## config.mk

```make
export PLATFORM = sky130hd
export DESIGN_NAME = nib_alu_core
export DESIGN_NICKNAME = d
export VERILOG_FILES = /design/src/rtl/nib_alu_pkg.sv /design/src/rtl/nib_opnd_mux.sv /design/src/rtl/nib_arith.sv /design/src/rtl/nib_logic.sv /design/src/rtl/nib_flag_reg.sv /design/src/rtl/nib_alu_core.sv
export SDC_FILE = /design/constraint.sdc
export NUM_CORES = 1
export LEC_CHECK = 0
export BUFFER_PORTS_ARGS = -buffer_cell sky130_fd_sc_hd__clkbuf_2
export CAP_MARGIN = 20
export CORE_UTILIZATION = 50
export CTS_CLUSTER_DIAMETER = 100
export DETAILED_ROUTE_END_ITERATION = 10
export HOLD_SLACK_MARGIN = 0.02
export PLACE_DENSITY = 0.88
export RECOVER_POWER = 50
export SYNTH_ARGS = -nofsm -noshare
export SYNTH_HDL_FRONTEND = slang
export SYNTH_SLANG_ARGS = --single-unit
```

## constraint.sdc

```tcl
create_clock -name clk -period 4.4 [get_ports clk]
set_input_delay 0.44 -clock clk [delete_from_list [all_inputs] [get_ports clk]]
set_output_delay 0.44 -clock clk [all_outputs]
set_load 0.05 [all_outputs]
```

## src/rtl/nib_alu_pkg.sv

```systemverilog
// Package: shared operation codes and flag bit positions for the nibble ALU.
// Assumes the flag bit order is fixed because branch logic decodes it.
package nib_alu_pkg;

    typedef enum logic [2:0] {
        AOP_ADD  = 3'd0,
        AOP_ADDC = 3'd1,
        AOP_SUB  = 3'd2,
        AOP_SUBB = 3'd3,
        AOP_CMP  = 3'd4,
        AOP_INC  = 3'd5,
        AOP_DEC  = 3'd6,
        AOP_PASS = 3'd7
    } arith_op_e;

    typedef enum logic [1:0] {
        LOP_AND = 2'd0,
        LOP_OR  = 2'd1,
        LOP_XOR = 2'd2,
        LOP_NOT = 2'd3
    } logic_op_e;

    typedef enum logic [1:0] {
        SEL_BREG = 2'd0,
        SEL_ONE  = 2'd1,
        SEL_DMEM = 2'd2,
        SEL_IMM  = 2'd3
    } opnd_sel_e;

    localparam int FLG_C = 0;
    localparam int FLG_S = 1;
    localparam int FLG_Z = 2;
    localparam int FLG_V = 3;
    localparam int FLG_W = 4;

endpackage

```

## src/rtl/nib_opnd_mux.sv

```systemverilog
// Second-operand selector: picks B register, constant 1, data memory or immediate.
// Assumes all sources are valid in the same cycle; purely combinational.
module nib_opnd_mux
    import nib_alu_pkg::*;
#(
    parameter int W = 4
) (
    input  logic [W-1:0] breg_i,
    input  logic [W-1:0] dmem_i,
    input  logic [W-1:0] imm_i,
    input  logic [1:0]   sel_i,
    output logic [W-1:0] opnd_o
);

    localparam logic [W-1:0] ONE = {{(W-1){1'b0}}, 1'b1};

    // Route the selected source to the operand output.
    always_comb begin
        unique case (opnd_sel_e'(sel_i))
            SEL_BREG: opnd_o = breg_i;
            SEL_ONE:  opnd_o = ONE;
            SEL_DMEM: opnd_o = dmem_i;
            default:  opnd_o = imm_i;
        endcase
    end

endmodule

```

## src/rtl/nib_arith.sv

```systemverilog
// Arithmetic unit: add/sub family with carry/borrow-in, inc, dec and pass.
// Assumes the borrow is reported as carry flag = 1 (no inversion).
module nib_arith
    import nib_alu_pkg::*;
#(
    parameter int W = 4
) (
    input  logic [W-1:0] a_i,
    input  logic [W-1:0] b_i,
    input  logic [2:0]   op_i,
    input  logic         cflag_i,
    output logic [W-1:0] res_o,
    output logic         c_o,
    output logic         v_o
);

    localparam int MSB = W - 1;
    localparam logic [W-1:0] ONE = {{(W-1){1'b0}}, 1'b1};

    arith_op_e    op;
    logic         is_sub;
    logic         cin;
    logic [W-1:0] rhs;
    logic [W:0]   wide;
    logic         rhs_sign;

    assign op = arith_op_e'(op_i);

    // Decode direction, effective right operand and carry/borrow-in.
    always_comb begin
        is_sub = (op == AOP_SUB) || (op == AOP_SUBB) || (op == AOP_CMP) || (op == AOP_DEC);
        rhs    = ((op == AOP_INC) || (op == AOP_DEC)) ? ONE : b_i;
        cin    = ((op == AOP_ADDC) || (op == AOP_SUBB)) ? cflag_i : 1'b0;
    end

    // Form the wide sum or difference and derive carry and overflow.
    always_comb begin
        if (is_sub) begin
            wide = {1'b0, a_i} - {1'b0, rhs} - {{W{1'b0}}, cin};
        end else begin
            wide = {1'b0, a_i} + {1'b0, rhs} + {{W{1'b0}}, cin};
        end
        rhs_sign = is_sub ? ~rhs[MSB] : rhs[MSB];
        if (op == AOP_PASS) begin
            res_o = b_i;
            c_o   = 1'b0;
            v_o   = 1'b0;
        end else begin
            res_o = wide[W-1:0];
            c_o   = wide[W];
            v_o   = (a_i[MSB] == rhs_sign) && (wide[MSB] != a_i[MSB]);
        end
    end

endmodule

```

## src/rtl/nib_logic.sv

```systemverilog
// Logic unit: AND, OR, XOR and complement of A; only op bits [1:0] decode.
// Assumes the caller keeps carry and overflow untouched for this class.
module nib_logic
    import nib_alu_pkg::*;
#(
    parameter int W = 4
) (
    input  logic [W-1:0] a_i,
    input  logic [W-1:0] b_i,
    input  logic [1:0]   op_i,
    output logic [W-1:0] res_o
);

    // Apply the selected bitwise function, one generated cell per bit.
    for (genvar i = 0; i < W; i++) begin : g_bit
        always_comb begin
            unique case (logic_op_e'(op_i))
                LOP_AND: res_o[i] = a_i[i] & b_i[i];
                LOP_OR:  res_o[i] = a_i[i] | b_i[i];
                LOP_XOR: res_o[i] = a_i[i] ^ b_i[i];
                default: res_o[i] = ~a_i[i];
            endcase
        end
    end

endmodule

```

## src/rtl/nib_flag_reg.sv

```systemverilog
// Status flags register {V,Z,S,C} with load enable and zero force controls.
// Assumes clear-zero has priority over set-zero, both over a computed zero.
module nib_flag_reg
    import nib_alu_pkg::*;
(
    input  logic             clk,
    input  logic             rst_n,
    input  logic             ld_i,
    input  logic             arith_i,
    input  logic             c_i,
    input  logic             s_i,
    input  logic             z_i,
    input  logic             v_i,
    input  logic             zset_i,
    input  logic             zclr_i,
    output logic [FLG_W-1:0] flags_o
);

    logic [FLG_W-1:0] nxt;

    // Merge the computed flags, the class rules and the zero overrides.
    always_comb begin
        nxt = flags_o;
        if (ld_i) begin
            nxt[FLG_S] = s_i;
            nxt[FLG_Z] = z_i;
            if (arith_i) begin
                nxt[FLG_C] = c_i;
                nxt[FLG_V] = v_i;
            end
        end
        if (zclr_i) begin
            nxt[FLG_Z] = 1'b0;
        end else if (zset_i) begin
            nxt[FLG_Z] = 1'b1;
        end
    end

    // Register the flags with synchronous active-low reset.
    always_ff @(posedge clk) begin
        if (!rst_n) begin
            flags_o <= '0;
        end else begin
            flags_o <= nxt;
        end
    end

endmodule

```

## src/rtl/nib_alu_core.sv

```systemverilog
// Top of the nibble ALU: operand select, arithmetic/logic units and flags.
// Assumes the accumulator is always operand A; result path is combinational.
module nib_alu_core
    import nib_alu_pkg::*;
#(
    parameter int W = 4
) (
    input  logic             clk,
    input  logic             rst_n,
    input  logic [W-1:0]     acc_i,
    input  logic [W-1:0]     breg_i,
    input  logic [W-1:0]     dmem_i,
    input  logic [W-1:0]     imm_i,
    input  logic [1:0]       opnd_sel_i,
    input  logic             mode_i,
    input  logic [2:0]       op_i,
    input  logic             flag_ld_i,
    input  logic             zset_i,
    input  logic             zclr_i,
    output logic [W-1:0]     result_o,
    output logic             acc_we_o,
    output logic [FLG_W-1:0] flags_o
);

    logic [W-1:0] opnd;
    logic [W-1:0] ares;
    logic [W-1:0] lres;
    logic         ac;
    logic         av;

    nib_opnd_mux #(.W(W)) u_mux (
        .breg_i (breg_i),
        .dmem_i (dmem_i),
        .imm_i  (imm_i),
        .sel_i  (opnd_sel_i),
        .opnd_o (opnd)
    );

    nib_arith #(.W(W)) u_arith (
        .a_i     (acc_i),
        .b_i     (opnd),
        .op_i    (op_i),
        .cflag_i (flags_o[FLG_C]),
        .res_o   (ares),
        .c_o     (ac),
        .v_o     (av)
    );

    nib_logic #(.W(W)) u_logic (
        .a_i   (acc_i),
        .b_i   (opnd),
        .op_i  (op_i[1:0]),
        .res_o (lres)
    );

    // Pick the class result and block write-back for compare.
    always_comb begin
        result_o = mode_i ? lres : ares;
        acc_we_o = mode_i || (arith_op_e'(op_i) != AOP_CMP);
    end

    nib_flag_reg u_flags (
        .clk     (clk),
        .rst_n   (rst_n),
        .ld_i    (flag_ld_i),
        .arith_i (~mode_i),
        .c_i     (ac),
        .s_i     (result_o[W-1]),
        .z_i     (result_o == '0),
        .v_i     (av),
        .zset_i  (zset_i),
        .zclr_i  (zclr_i),
        .flags_o (flags_o)
    );

endmodule

```

==> results.md, run 1 <==
* Root Driver: clkbuf_4
* Asr flop ratio synth at 0%
* Clk_lat worst skew at 0.24 ns
* CTS tree: yes
* RSZ-0062 raised after global routing: no
* Reg clk slew, reported paths at 0.04 ns
* Share of power burned in registers at 13.8%
* TNS Setup at 0 ns
* Setup bufs post-CTS at 0
* DIE AREA at 2600 um^2
* Max reg flops at 4
* Most frequent cells in the layout: clkbuf_2, inv_1, ha_1
* Biggest register: u_flags.flags_o
* CTS resizes at 0
* Leakage at 0.677 nW
* Row Count at 17
* Layout area overhead at 13.7%
* Post-Layout Cell Count at 212
* Remaining routing DRC violations at 0
* WP data required at 3.96 ns
* Clock buffer depth at 2
* NetSw at 0.146 mW
* Critical R2R Launch: u_flags.flags_o[0]
* Tcrit/Tclk final at 90.1%
* Layout cell share with drive strength beyond 1 at 25.5%
* Die H at 51.0 um
* Slew headroom at 59.3%
* FF+latch area at 80.1 um^2
* DR vias at 1218
* Dpl hpwl at 2.47 mm
* Dominant synthesized flop cell: dfxtp_1
* Die width at 51.0 um
* Post-route cell area at 1360 um^2
* Sw frac at 49.7%
* Synth Instances at 154
* Min Hold Slack at 0.445 ns
* Synth warnings at 0
* Most area-consuming cells after synthesis: ha_1, dfxtp_1, fa_1, inv_1, a21oi_1
* Synth Register Bits at 4
* Final WL at 2.92 mm
* Worst-case reg-to-reg path depth at 10
* Max-slew violations at 0
* CP Max Fanout at 9
* Endpoint, Worst Hold: u_flags.flags_o[2]
* Global-route wire length before repair at 5.06 mm
* RePlAce Congestion at 0.978
* Maximum clock frequency at 0.252 GHz
* Top flop regs: u_flags.flags_o x4
* Post-synth EDFFs at 0
* Final setup fails at 0
* Sink Count at 4
* Post-synthesis cell area at 1200 um^2
* Hold Fails Final Rpt at 0
* FF-to-FF End: u_flags.flags_o[2]
* PwrDens at 216 nW/um^2
* CP Cell Sequence: clkbuf_2 > nor2b_1 > a211oi_1 > or2_2 > nand2_1 > fa_1 > inv_1 > ha_1 > o21a_1 > o21ai_0 > nand2_1 > a21oi_1 > a32o_1 > clkbuf_2
* Critical path class: in -> out
* Core footprint at 2230 um^2
* 1st-pass router iterations at 4
* Global route overflow at 0
* Clock power frac at 15.4%
* Min-Delay Path Class: in -> reg
* Port bufs at 35
* CP peak stage delay at 0.58 ns
* Post-DR vias/cell at 5.75
* Crit. End Element: output pin
* CP max stage cell: fa_1
* Yosys cell types at 51
* Placed cell count at 209
* Minimum clock period at 3.96 ns
* Hold_buf cts at 0
* # diodes at 0
* Initial antenna violation count at 0
* Fin worst setup slack at 0.435 ns
* Top delay family on crit path: compound AO/OA/AOI/OAI gates
* Setup Skew at 0.00833 ns
* Final net count at 234
* Synthesized Nets at 202
* Worst VDD drop at 0.000199 V
* IO Pins at 36
* Overall Global Routing Usage at 24.9%
* Filler Cell Count at 213
* CP Data Arrival Time at 3.52 ns
* Cts bufs inserted at 3
* WL per Instance at 13.8 um
* Synth area leader: ha_1
* WP buf/inv at 3
* Hold Path Depth at 3
* Multi-input gate area at 982 um^2
* Place WS at 0.460 ns
* Initial Utilization at 53.7%
* Yosys top cell area share at 17.7%
* Initial drt markers at 19
* Syn_area_per_cell at 7.79 um^2
* Hold_sp: zset_i
* Status: complete, no violations
* Setup crit start kind: input pin
* Number of global-route vias before repair at 1229
* Worst-Margin Slew at 0.604 ns
* Commonest non-fill, non-tap cell in the layout: clkbuf_2
* R2r setup slk at 1.59 ns
* H-tree depth at 1
* Max_cap viols at 0
* Power Internal at 0.148 mW
* Comb power frac at 70.7%
* Pin count of the biggest net entering global routing at 16
* Post-DRT Antenna Nets at 0
* Sequential share of the synthesized area at 6.67%
* Total placed instance area at 1350 um^2
power groups by stage:
stage | registers (mW) | clock network (mW) | logic (mW)
after floorplan | 0.0477 | 0 | 0.154
final | 0.0406 | 0.0454 | 0.208
after detailed placement | 0.0411 | 0 | 0.206
after CTS | 0.0406 | 0.0482 | 0.207
after global placement | 0.0410 | 0 | 0.198
after global routing | 0.0408 | 0.0506 | 0.227
worst max path at each step:
stage                              from          end  slack [ns]  cells after the start
after global routing      opnd_sel_i[1]  result_o[3]        0.18                     14
after detailed placement  opnd_sel_i[1]  result_o[3]        0.46                     14
after global placement    opnd_sel_i[1]  result_o[3]        0.71                     14
after CTS                 opnd_sel_i[1]  result_o[3]        0.46                     14
after floorplan           opnd_sel_i[1]  result_o[0]        0.42                     11
final                     opnd_sel_i[1]  result_o[3]        0.44                     14
Yosys cell counts, drive strengths merged (2+ instances only):
library cell / instances
inv: 18
ha: 17
nand2: 13
o21ai: 13
a21oi: 12
nor2: 12
buf: 8
dfxtp: 4
fa: 4
mux2i: 4
or2b: 3
xnor2: 3
xor2: 3
a211oi: 2
a41oi: 2
and2b: 2
mux4: 2
nand2b: 2
nand3: 2
nor2b: 2
o211ai: 2
o21bai: 2
or2: 2
or3: 2
cell families (layout without fill, tap and decap cells):
family / after synthesis / in the layout / share of synthesized area [%]
mux: 7 / 7 / 8.03
buf+inv: 27 / 57 / 11.5
compound gates: 44 / 44 / 25.0
xor+xnor: 6 / 6 / 4.38
flops: 4 / 4 / 6.67
simple gates: 45 / 45 / 20.0
fa+ha+maj: 21 / 21 / 24.4
area by class of cell:
| class | instances | share of cell area (%) |
|---|---|---|
| multi-input combinational | 123 | 72.0 |
| sequential | 4 | 5.87 |
| clock buffer | 3 | 1.65 |
| timing repair buffer | 36 | 12.9 |
| tap | 28 | 2.57 |
| inverter | 18 | 4.95 |
per-layer routing:
layer	share of wire [%]	global-route usage [%]	up-vias	wire (um)
met5	0	0	-	0
met4	1.2	6.48	0	34
met3	5.9	6.55	4	171
met2	50	44.7	39	1470
met1	43	28.8	578	1250
li1	-	-	597	-
worst min-delay path: stages:
cell      delay (ns)
clkbuf_2        0.07
o21ai_0         0.09
o41ai_2         0.05
per-stage QoR:
| step | utilization (%) | total power [mW] |
|---|---|---|
| CTS | 61.3 | 0.296 |
| floorplan | - | 0.202 |
| detailed placement | 60.3 | 0.248 |
| global route | 61.1 | 0.319 |
| global placement | 60.3 | 0.239 |
| finish | 61.1 | 0.294 |
Power figures use the tool's default switching activity.
==> inputs of run 2 (changes only) <==
- CORE_UTILIZATION: 50 -> 45
- PLACE_DENSITY: 0.88 -> 0.81
==> run 2 against run 1 <==
  * Sequential cell count unchanged
  * Register-to-register slack gained 0.11 ns
  * Non-clock buffer count unchanged
  * First-iteration DRC count increased by 53%
  * Clock skew decreased by 0.00077 ns
  * Cell area increased by 0.18%
  * Via count down 4.1%
  * Hold slack improved by 0.020 ns
  * Largest power group unchanged
  * Clock power rose by 3%
  * Critical path type unchanged
==> results.md, run 2 (synthesis gave the netlist of run 1 again) <==
* Initial Utilization at 48.0%
* Minimum clock period at 3.84 ns
* Port bufs at 35
* Sink Count at 4
* Root Driver: clkbuf_4
* Critical R2R Launch: u_flags.flags_o[0]
* Core footprint at 2500 um^2
* 1st-pass router iterations at 4
* Global route overflow at 0
* CP Max Fanout at 9
* Setup Skew at 0.00756 ns
* CP peak stage delay at 0.56 ns
* Reg clk slew, reported paths at 0.04 ns
* Layout cell share with drive strength beyond 1 at 25.5%
* RePlAce Congestion at 0.847
* TNS Setup at 0 ns
* CP max stage cell: fa_1
* Die H at 53.6 um
* Top delay family on crit path: compound AO/OA/AOI/OAI gates
* Layout area overhead at 13.9%
* Final setup fails at 0
* Max_cap viols at 0
* Worst VDD drop at 0.000152 V
* IO Pins at 36
* Hold Fails Final Rpt at 0
* Pin count of the biggest net entering global routing at 16
* Cts bufs inserted at 3
* FF-to-FF End: u_flags.flags_o[2]
* DR vias at 1168
* Post-DRT Antenna Nets at 0
* Worst-case reg-to-reg path depth at 10
* Setup bufs post-CTS at 0
* Commonest non-fill, non-tap cell in the layout: clkbuf_2
* Min-Delay Path Class: in -> reg
* Initial drt markers at 29
* WL per Instance at 12.2 um
* Tcrit/Tclk final at 87.3%
* Endpoint, Worst Hold: u_flags.flags_o[2]
* Place WS at 0.590 ns
* Max reg flops at 4
* Hold Path Depth at 3
* # diodes at 0
* Critical path class: in -> out
* CP Cell Sequence: clkbuf_2 > nor2b_1 > a211oi_1 > or2_2 > nand2_1 > fa_1 > inv_1 > ha_1 > o21a_1 > o21ai_0 > nand2_1 > a21oi_1 > a32o_1 > clkbuf_2
* Number of global-route vias before repair at 926
* CP Data Arrival Time at 3.40 ns
* Die width at 53.6 um
* R2r setup slk at 1.70 ns
* WP buf/inv at 3
* Overall Global Routing Usage at 19.4%
* Worst-Margin Slew at 0.641 ns
* Initial antenna violation count at 0
* Row Count at 18
* DIE AREA at 2880 um^2
* Leakage at 0.677 nW
* Final net count at 234
* Setup crit start kind: input pin
* Crit. End Element: output pin
* Post-DR vias/cell at 5.46
* Max-slew violations at 0
* PwrDens at 213 nW/um^2
* Slew headroom at 56.8%
* Tot Pwr at 0.291 mW
* Final WL at 2.62 mm
* H-tree depth at 1
* WP data required at 3.96 ns
* CTS tree: yes
* Hold_buf cts at 0
* Fin worst setup slack at 0.558 ns
* Global-route wire length before repair at 4.14 mm
* Biggest register: u_flags.flags_o
* Clock buffer depth at 2
* Most frequent cells in the layout: clkbuf_2, inv_1, ha_1
* Clk_lat worst skew at 0.24 ns
* Hold_sp: zset_i
* Status: complete, no violations
* Dpl hpwl at 2.20 mm
* CTS resizes at 0
* Top flop regs: u_flags.flags_o x4
* RSZ-0062 raised after global routing: no
* Maximum clock frequency at 0.260 GHz
* Remaining routing DRC violations at 0
run 2: worst max-delay path by stage:
| stage | slack (ns) | startpoint | cells past startpoint | endpoint |
|---|---|---|---|---|
| after global routing | 0.31 | opnd_sel_i[1] | 14 | result_o[3] |
| final | 0.56 | opnd_sel_i[1] | 14 | result_o[3] |
| after detailed placement | 0.59 | opnd_sel_i[1] | 14 | result_o[3] |
| after CTS | 0.58 | opnd_sel_i[1] | 14 | result_o[3] |
| after floorplan | 0.42 | opnd_sel_i[1] | 11 | result_o[0] |
| after global placement | 0.69 | opnd_sel_i[1] | 14 | result_o[3] |
run 2: layer usage:
layer	global-route usage, %	part of all wire (%)
met1	27.6	47
met2	32.5	48
met3	2.54	5.0
met4	1.32	0
met5	0	0
run 2: power by group:
group          internal, mW  total, mW  switching [mW]  leakage, nW
clock                0.0306     0.0466          0.0161       0.0138
sequential           0.0391     0.0404         0.00124       0.0329
combinational        0.0781      0.204           0.126        0.631
run 2: stage by stage:
| step | utilization [%] | instances | hold WS, ns | cell area [um^2] |
|---|---|---|---|---|
| 6_report | 54.7 | 214 | 0.466 | 1370 |
| 2_1_floorplan | - | 154 | 0.526 | 1200 |
| 4_1_cts | 54.9 | 214 | 0.457 | 1370 |
| 3_3_place_gp | 54.0 | 211 | 0.562 | 1350 |
| 5_1_grt | 54.7 | 214 | 0.493 | 1370 |
| 3_5_place_dp | 54.0 | 211 | 0.555 | 1350 |
run 2: worst register-to-register path: stages, from the launching register on:
cell and delay, ns:
dfxtp_1 0.34, nand2_1 0.07, nor2_1 0.19, fa_1 0.49, ha_1 0.20, o21a_1 0.19
or3_4 0.34, a21oi_2 0.14, o21ai_1 0.07, a32o_1 0.27, o41ai_2 0.32
run 2: area by class of cell:
class | count | area, um^2
fill | 243 | 1130
multi-input combinational | 123 | 982
timing repair buffer | 36 | 176
sequential | 4 | 80.1
inverter | 18 | 67.6
tap | 30 | 37.5
clock buffer | 3 | 22.5
